### src/rtl/sclk_wait_pkg.sv
package sclk_wait_pkg;
   localparam int REG_W = 8;
   // control register bit positions
   localparam int B_MODE_LO = 0;
   localparam int B_MODE_HI = 1;
   localparam int B_REL     = 2;
   localparam int B_IDLE    = 3;
   localparam int B_ERR     = 4;
   localparam int B_LINE    = 6;

   typedef enum logic [1:0] {
      MODE_NOWAIT = 2'b00,
      MODE_BAD    = 2'b01,
      MODE_WAIT8  = 2'b10,
      MODE_WAIT9  = 2'b11
   } wait_mode_e;
endpackage

### src/rtl/sclk_wait_line.sv
module sclk_wait_line #(
   parameter int SYNC_STAGES = 1
) (
   input  logic clk,
   input  logic rst_n,
   input  logic scl_in,
   output logic level,
   output logic rise
);
   logic [SYNC_STAGES-1:0] chain;
   logic                   prev;

   initial begin
      assert (SYNC_STAGES >= 1) else $error("SYNC_STAGES must be at least 1");
   end

   generate
      if (SYNC_STAGES == 1) begin : g_single
         always_ff @(posedge clk) begin
            if (!rst_n) chain <= '0;
            else        chain <= scl_in;
         end
      end else begin : g_multi
         always_ff @(posedge clk) begin
            if (!rst_n) chain <= '0;
            else        chain <= {chain[SYNC_STAGES-2:0], scl_in};
         end
      end
   endgenerate

   always_ff @(posedge clk) begin
      if (!rst_n) prev <= 1'b0;
      else        prev <= chain[SYNC_STAGES-1];
   end

   assign level = chain[SYNC_STAGES-1];
   assign rise  = level & ~prev;
endmodule

### src/rtl/sclk_wait_regs.sv
module sclk_wait_regs
   import sclk_wait_pkg::*;
(
   input  logic             clk,
   input  logic             rst_n,
   input  logic             wr,
   input  logic [REG_W-1:0] wdata,
   input  logic             line_level,
   output logic [REG_W-1:0] rdata,
   output wait_mode_e       mode,
   output logic             idle_rel,
   output logic             rel_pulse,
   output logic             err
);
   logic [1:0] wmode;

   assign wmode = {wdata[B_MODE_HI], wdata[B_MODE_LO]};

   always_ff @(posedge clk) begin
      if (!rst_n) begin
         mode      <= MODE_NOWAIT;
         idle_rel  <= 1'b0;
         rel_pulse <= 1'b0;
         err       <= 1'b0;
      end else begin
         rel_pulse <= wr & wdata[B_REL];
         if (wr) begin
            idle_rel <= wdata[B_IDLE];
            mode     <= (wmode == MODE_BAD) ? MODE_NOWAIT : wait_mode_e'(wmode);
            if (wmode == MODE_BAD)  err <= 1'b1;
            else if (wdata[B_ERR])  err <= 1'b0;
         end
      end
   end

   always_comb begin
      rdata                            = '0;
      rdata[B_MODE_HI:B_MODE_LO]       = mode;
      rdata[B_IDLE]                    = idle_rel;
      rdata[B_ERR]                     = err;
      rdata[B_LINE]                    = line_level;
   end

   AST_MODE_LEGAL: assert property (@(posedge clk) disable iff (!rst_n)
      mode != MODE_BAD);
   AST_ERR_STICKY: assert property (@(posedge clk) disable iff (!rst_n)
      err && !(wr && wdata[B_ERR]) |=> err);
   AST_REL_ONE_SHOT: assert property (@(posedge clk) disable iff (!rst_n)
      rel_pulse |-> $past(wr));
endmodule

### src/rtl/sclk_wait_cnt.sv
module sclk_wait_cnt
   import sclk_wait_pkg::*;
#(
   parameter int BITS_PER_BYTE = 8
) (
   input  logic       clk,
   input  logic       rst_n,
   input  logic       rise,
   input  logic       byte_start,
   input  logic       rel_pulse,
   input  wait_mode_e mode,
   output logic       irq,
   output logic       waiting
);
   localparam int CNT_W = $clog2(BITS_PER_BYTE + 2);
   localparam logic [CNT_W-1:0] TGT_SHORT = CNT_W'(BITS_PER_BYTE);
   localparam logic [CNT_W-1:0] TGT_LONG  = CNT_W'(BITS_PER_BYTE + 1);

   logic [CNT_W-1:0] cnt;
   logic [CNT_W-1:0] target;
   logic             done;
   logic             hit;

   initial begin
      assert (BITS_PER_BYTE >= 2) else $error("BITS_PER_BYTE must be at least 2");
   end

   assign target = (mode == MODE_WAIT9) ? TGT_LONG : TGT_SHORT;
   assign hit    = rise && !done && !waiting && (cnt + 1'b1 == target);

   always_ff @(posedge clk) begin
      if (!rst_n) begin
         cnt     <= '0;
         done    <= 1'b0;
         waiting <= 1'b0;
         irq     <= 1'b0;
      end else begin
         irq <= hit;
         if (rel_pulse) waiting <= 1'b0;
         else if (hit)  waiting <= mode[1];
         if (byte_start) begin
            cnt  <= '0;
            done <= 1'b0;
         end else if (rel_pulse) begin
            cnt <= '0;
         end else if (hit) begin
            cnt  <= '0;
            done <= 1'b1;
         end else if (rise && !done && !waiting) begin
            cnt <= cnt + 1'b1;
         end
      end
   end

   AST_IRQ_ONE_CYCLE: assert property (@(posedge clk) disable iff (!rst_n)
      irq |=> !irq);
   AST_CNT_BOUND: assert property (@(posedge clk) disable iff (!rst_n)
      cnt < TGT_LONG);
   AST_WAIT_ONLY_IN_WAIT_MODE: assert property (@(posedge clk) disable iff (!rst_n)
      $rose(waiting) |-> $past(mode[1]));
   AST_RELEASE_ENDS_WAIT: assert property (@(posedge clk) disable iff (!rst_n)
      rel_pulse |=> !waiting);
endmodule

### src/rtl/sclk_wait_ctl.sv
module sclk_wait_ctl
   import sclk_wait_pkg::*;
#(
   parameter int BITS_PER_BYTE = 8,
   parameter int SYNC_STAGES   = 1
) (
   input  logic       clk,
   input  logic       rst_n,
   input  logic       reg_wr,
   input  logic [7:0] reg_wdata,
   output logic [7:0] reg_rdata,
   input  logic       scl_in,
   input  logic       xfer_active,
   input  logic       byte_start,
   output logic       scl_drive_low,
   output logic       irq
);
   logic       line_level;
   logic       line_rise;
   wait_mode_e mode;
   logic       idle_rel;
   logic       rel_pulse;
   logic       err;
   logic       waiting;

   sclk_wait_line #(.SYNC_STAGES(SYNC_STAGES)) u_line (
      .clk(clk), .rst_n(rst_n), .scl_in(scl_in),
      .level(line_level), .rise(line_rise));

   sclk_wait_regs u_regs (
      .clk(clk), .rst_n(rst_n), .wr(reg_wr), .wdata(reg_wdata),
      .line_level(line_level), .rdata(reg_rdata), .mode(mode),
      .idle_rel(idle_rel), .rel_pulse(rel_pulse), .err(err));

   sclk_wait_cnt #(.BITS_PER_BYTE(BITS_PER_BYTE)) u_cnt (
      .clk(clk), .rst_n(rst_n), .rise(line_rise), .byte_start(byte_start),
      .rel_pulse(rel_pulse), .mode(mode), .irq(irq), .waiting(waiting));

   assign scl_drive_low = waiting | (~xfer_active & ~idle_rel);

   AST_WAIT_DRIVES_LOW: assert property (@(posedge clk) disable iff (!rst_n)
      waiting |-> scl_drive_low);
   AST_IDLE_LEVEL: assert property (@(posedge clk) disable iff (!rst_n)
      !waiting && !xfer_active |-> (scl_drive_low == !reg_rdata[B_IDLE]));
   AST_REL_READS_ZERO: assert property (@(posedge clk) disable iff (!rst_n)
      !reg_rdata[B_REL]);
endmodule

### config.mk
export PLATFORM = sky130hd
export DESIGN_NAME = sclk_wait_ctl
export DESIGN_NICKNAME = d
export VERILOG_FILES = /design/src/rtl/sclk_wait_pkg.sv /design/src/rtl/sclk_wait_line.sv /design/src/rtl/sclk_wait_regs.sv /design/src/rtl/sclk_wait_cnt.sv /design/src/rtl/sclk_wait_ctl.sv
export SDC_FILE = /design/constraint.sdc
export NUM_CORES = 1
export LEC_CHECK = 0
export BUFFER_PORTS_ARGS = -buffer_cell sky130_fd_sc_hd__buf_2
export CORE_MARGIN = 4
export CORE_UTILIZATION = 50
export DETAILED_ROUTE_END_ITERATION = 16
export PLACE_DENSITY = 0.82
export RECOVER_POWER = 100
export SLEW_MARGIN = 15
export SYNTH_ARGS = -nofsm -noshare
export SYNTH_HDL_FRONTEND = slang
export SYNTH_HIERARCHICAL = 1
export SYNTH_SLANG_ARGS = --single-unit
### constraint.sdc
create_clock -name clk -period 3.7 [get_ports clk]
set_clock_uncertainty 0.05 [all_clocks]
set_input_delay 0.37 -clock clk [delete_from_list [all_inputs] [get_ports clk]]
set_output_delay 0.37 -clock clk [all_outputs]
set_load 0.01 [all_outputs]
==> results of run 1 <==
[kinds of logic after synthesis]
| group | synth area share, % |
|---|---|
| AOI/OAI and AO/OA | 10.46 |
| xor gates and xnor gates | 3.854 |
| adders and majority gates | 1.835 |
| buffers and inverters | 10.46 |
| DFF | 41.10 |
| muxes | 2.936 |
| other | 0.5499 |
| and+or+nand+nor | 28.81 |
[state kept, by name, summed over array words and instances (netlist names)]
name and count:
u_regs/mode 2, u_line/prev 1, u_cnt/cnt 4, u_regs/idle_rel 1, u_regs/rel_pulse 1, u_cnt/waiting 1, u_cnt/done 1, u_line/level 1
u_regs/err 1, u_cnt/irq 1
[metrics by stage]
step | worst slack, ps | utilization [%]
global route | 1817 | 57.25
global placement | 2087 | 56.18
detailed placement | 2066 | 56.18
floorplan | 2176 | -
finish | 2032 | 57.25
CTS | 2037 | 59.01
[metal layers]
layer	global-route usage, %	share of wire, %	vias to the layer above
met2	19.21	46	11
met5	0	0	-
met1	15.20	47	238
met3	7.171	7.2	0
li1	-	-	269
met4	3.509	0	0
[worst min path at each step]
stage,start,endpoint,slack [ps]
final,scl_in,u_line/level,240
after global routing,scl_in,u_line/level,240
after CTS,scl_in,u_line/level,230
after detailed placement,u_regs/rel_pulse,u_cnt/waiting,390
after global placement,u_regs/rel_pulse,u_cnt/waiting,390
after floorplan,u_regs/rel_pulse,u_cnt/waiting,360
[synth_stat cells]
cell / n / area (sq um)
nor2b_1: 2 / 12.51
nand3_1: 2 / 10.01
dfxtp_1: 14 / 280.3
a41oi_1: 1 / 8.760
nor3b_1: 3 / 22.52
nand2_1: 9 / 33.78
a21oi_1: 1 / 5.000
nand3b_1: 4 / 30.03
or3b_2: 1 / 8.760
and4b_1: 1 / 10.01
a211oi_2: 1 / 12.51
buf_4: 8 / 60.06
buf_6: 1 / 11.26
a31o_1: 1 / 8.760
xnor2_1: 1 / 8.760
nand4_1: 1 / 6.260
and3_1: 1 / 6.260
o31ai_1: 1 / 7.510
xor2_1: 2 / 17.52
a21bo_2: 1 / 10.01
o21bai_1: 1 / 7.510
a31oi_1: 1 / 6.260
mux2i_1: 2 / 20.02
and2_2: 1 / 7.510
and2_1: 2 / 12.51
nor2b_4: 1 / 13.76
o21ai_0: 1 / 5.000
ha_1: 1 / 12.51
conb_1: 1 / 3.750
and3_2: 1 / 7.510
or4_1: 1 / 7.510
nor2_1: 2 / 7.510
[report_power, final]
part           total, mW  switching, mW  internal [mW]
Sequential         0.158        0.00305          0.155
Clock              0.110         0.0504         0.0599
Combinational     0.0257         0.0140         0.0117
[layout make-up]
cell class	count	share of cell area, %
Clock buffer	4	4.932
Multi-Input combinational cell	50	44.22
Sequential cell	14	38.10
Tap cell	15	2.551
Timing Repair Buffer	17	10.20
==> impl_metrics.toml, run 1 <==
[timing]
hold_ws_ps = 237.0
rsz0062_at_grt = "no"
final_max_slew_viol_count = 0
setup_viol = 0
period_minus_slack_ps = 1668
hold_viol = 0
max_freq_mhz = 599.7
setup_tns_ps = 0
max_slew.worst_pin.slew_ps = 578.6
timing.slew.headroom_pct = 61.34
post-route-period-util_pct = 45.07

[power_and_ir_drop]
ir_worst_vdd_v = 0.0002541
p_total_mw = 0.2938
p_leak_nw = 0.3033
p_per_area_nw_per_um2 = 399.3

[cts]
cts.repair.resized = 0
cts_hold_buf = 0
h-tree-depth = 1
clkLatencyLatePin_ps = 280
cts_sinks = 14
cts_setup_buffers = 0
path_clk_slew_ps = 90
root_buffer = "clkbuf_4"
cts_buffer_depth = 2
cts_made_buffers = 3
cts_tree = "done"

[yosys]
yosys_warnings = 6
synth_seq_cells = 14
synth_cells = 71
ys_seq_area_share_pct = 41.10
ys_types = 32
netlist_area_sq_um = 681.9
avgSynthCellArea_sq_um = 9.604

[floorplanning]
io_pins = 24
initial_utilization_pct = 53.07
fp.dieH_um = 44.93
row_count = 13
core_area_sq_um = 1285
dieArea_sq_um = 2019
dieWidth_um = 44.93

[critical_path]
r2r_setup_slack_ps = 2030
cp_top_family = "compound AO/OA/AOI/OAI gates"
slowest_stage = "a211oi_1"
startpoint_type = "register"
arrival_ps = 1830
cp-end-kind = "register"
crit_start = "u_cnt/cnt[0]"
cp.depth = 5
cp_max_fo = 6
r2r_end = "u_cnt/waiting"
required_ps = 3860
rr_worst_depth = 5
cp_slowest_stage_delay_ps = 420
critPathKind = "register to register"
cp-endpoint = "u_cnt/waiting"
r2r-start = "u_cnt/cnt[0]"
crit_buf_inv = 0
cp_cell_sequence = "ha_1 > xor2_1 > a211oi_1 > a41oi_1 > nor3b_1"

[final_layout]
final_common_cell = "dfxtp_1"
design_area_sq_um = 735.7
fillers = 127
mostFrequentLayoutCells = "dfxtp_1, buf_2, nand2_1, clkbuf_1, nand3b_1"
diodes = 0
multi_input_area_sq_um = 325.3
regArea_sq_um = 280.3
drive_gt1_share_pct = 20.00
areaGrowthSynthToFinish_pct = 7.890
fin_nets = 101
instances_no_fill = 100

[grt]
first_global_vias = 441
grt-ovfl-total = 0
grt_max_degree = 15
grt_use_total_pct = 12.63
grt_antenna_before_repair = 0
grt_first_pass_wirelength_um = 1821

[detailed_routing]
via_count = 518
ant_nets = 0
drc = 0
wire_per_inst_um = 11.46
viasPerCell = 5.180
drt_iter0_drc = 8
wirelength_um = 1146
first_pass_iters = 2

[hold_path]
hold_class = "primary input to register"
hold_depth = 2

[placement]
placed_area_sq_um = 721.9
place_inst = 96
place.gp.congestion = 0.7815
portBuffers = 17
hpwl_um = 846.8

[flow_run]
drv_cap = 0

[status]
status = "complete, no violations"
(Power assumes the default switching activity.)
==> inputs of run 2 (changes only) <==
Settings changed: CORE_UTILIZATION 50 to 42, PLACE_DENSITY 0.82 to 0.74.
Clock period 3.7 ns to 1.4 ns, I/O delays scaled along.
==> run 2 against run 1 <==
  * The run now ends with negative setup slack left
  * Sequential share of layout area fell by 4.3 points
  * Cell area up 15%
  * Critical endpoint is now u_cnt/irq
  * Critical path depth unchanged
  * Hold slack got worse by 210 ps
  * Wire length increased by 18%
  * Critical path type unchanged
  * Combinational power grew to 3.3 times the previous value
  * Die area rose by 16%
  * Clock power rose to 2.6 times the previous value
  * Clock-buffer cell count unchanged
==> impl_metrics.toml, run 2 (synthesized netlist as in run 1, its figures left out) <==
[final_layout]
mostFrequentLayoutCells = "dfxtp_1, buf_2, nand2_1, clkbuf_1, buf_4"
final_common_cell = "dfxtp_1"
areaGrowthSynthToFinish_pct = 23.67
largest_reg_flops = 4
fin_util_pct = 55.34
reg_top3 = "u_cnt/cnt: 4 flops, u_regs/mode: 2 flops"
largest_register = "u_cnt/cnt"
drive_gt1_share_pct = 35.16
fin_nets = 107
diodes = 0

[power_and_ir_drop]
ir_worst_vdd_v = 0.0004359
p_total_mw = 0.7853
p_leak_nw = 0.3381
p_per_area_nw_per_um2 = 931.2

[critical_path]
critPathKind = "register to register"
cp_max_fo = 5
startpoint_type = "register"
crit_buf_inv = 0
required_ps = 1570
arrival_ps = 1670
cp_cell_sequence = "ha_4 > xor2_2 > a211oi_4 > and2_4 > and3_4"
rr_worst_depth = 5
r2r-start = "u_cnt/cnt[0]"
r2r_end = "u_cnt/irq"
cp_slowest_stage_delay_ps = 360
cp-end-kind = "register"
slowest_stage = "dfxtp_4"
cp_top_family = "simple AND/OR/NAND/NOR gates"
r2r_setup_slack_ps = -90
cp.depth = 5

[floorplanning]
core_area_sq_um = 1524
fp.dieH_um = 48.30
dieWidth_um = 48.30
io_pins = 24
dieArea_sq_um = 2332
row_count = 14
initial_utilization_pct = 44.75

[grt]
grt_first_pass_wirelength_um = 1987
grt_max_degree = 15
grt-ovfl-total = 0
first_global_vias = 481
grt_antenna_before_repair = 0
grt_use_total_pct = 12.71

[detailed_routing]
via_count = 538
wire_per_inst_um = 12.69
first_pass_iters = 4
ant_nets = 0
wirelength_um = 1358
viasPerCell = 5.028
drc = 0
drt_iter0_drc = 5

[cts]
clkLatencyLatePin_ps = 270
root_buffer = "clkbuf_4"
path_clk_slew_ps = 80
cts_buffer_depth = 2
cts_made_buffers = 3
h-tree-depth = 1
cts_hold_buf = 0
cts_sinks = 14
cts_tree = "done"

[timing]
period_minus_slack_ps = 1492
max_freq_mhz = 670.4
final_max_slew_viol_count = 0
hold_viol = 0
setup_tns_ps = -242.9
setup_viol = 4
rsz0062_at_grt = "yes"
hold_ws_ps = 29.70
post-route-period-util_pct = 106.5
setup_ws_ps = -91.69

[placement]
pre_cts_ws_ps = -13.59
hpwl_um = 972.6
place.gp.congestion = 0.7579
portBuffers = 17

[hold_path]
hold_depth = 2
hp-start = "scl_in"
hold_end = "u_line/level"
hold_class = "primary input to register"

[status]
status = "finished with violations"
violations = "negative setup slack"

[flow_run]
drv_cap = 0
-- run 2: cell types whose count changed in the layout (fill, tap and decap cells not counted), sizes merged --
| cell | change |
|---|---|
| buf | +6 |
-- run 2: layout make-up --
cell class / instances / area [sq um]
Fill cell: 150 / 680.7
Multi-Input combinational cell: 50 / 384.1
Sequential cell: 14 / 285.3
Timing Repair Buffer: 23 / 117.6
Clock buffer: 4 / 36.28
Tap cell: 16 / 20.02
-- run 2: timing repair --
action | CTS | global route
setup buffers | 0 | 0
gates resized for setup | 2 | 5
setup endpoints to repair | 4 | 5
pin swaps | 1 | 4
-- run 2: where the power goes --
group | switching, mW | internal, mW
registers | 0.00806 | 0.408
logic | 0.0439 | 0.0417
clock network | 0.126 | 0.158
total | 0.178 | 0.607
-- run 2: worst max path at each step --
stage	startpoint	to
after global routing	u_cnt/cnt[0]	u_cnt/irq
after detailed placement	u_cnt/cnt[1]	u_cnt/cnt[3]
after global placement	u_cnt/cnt[0]	u_cnt/cnt[3]
after floorplan	u_cnt/cnt[0]	u_cnt/cnt[3]
final	u_cnt/cnt[0]	u_cnt/irq
after CTS	u_cnt/cnt[0]	u_cnt/waiting
-- run 2: layer usage --
layer | global-route usage [%] | vias up | share of wire [%]
met3 | 5.535 | 2 | 5.2
met2 | 21.09 | 11 | 50
met4 | 4.839 | 0 | 0.88
met1 | 14.25 | 248 | 44
li1 | - | 277 | -
met5 | 0 | - | 0
-- run 2: stage by stage --
stage,instance area (sq um),cells
floorplan,706.9,73
detailed placement,785.8,103
finish,843.3,107
global route,843.3,107
global placement,785.8,103
CTS,828.3,107
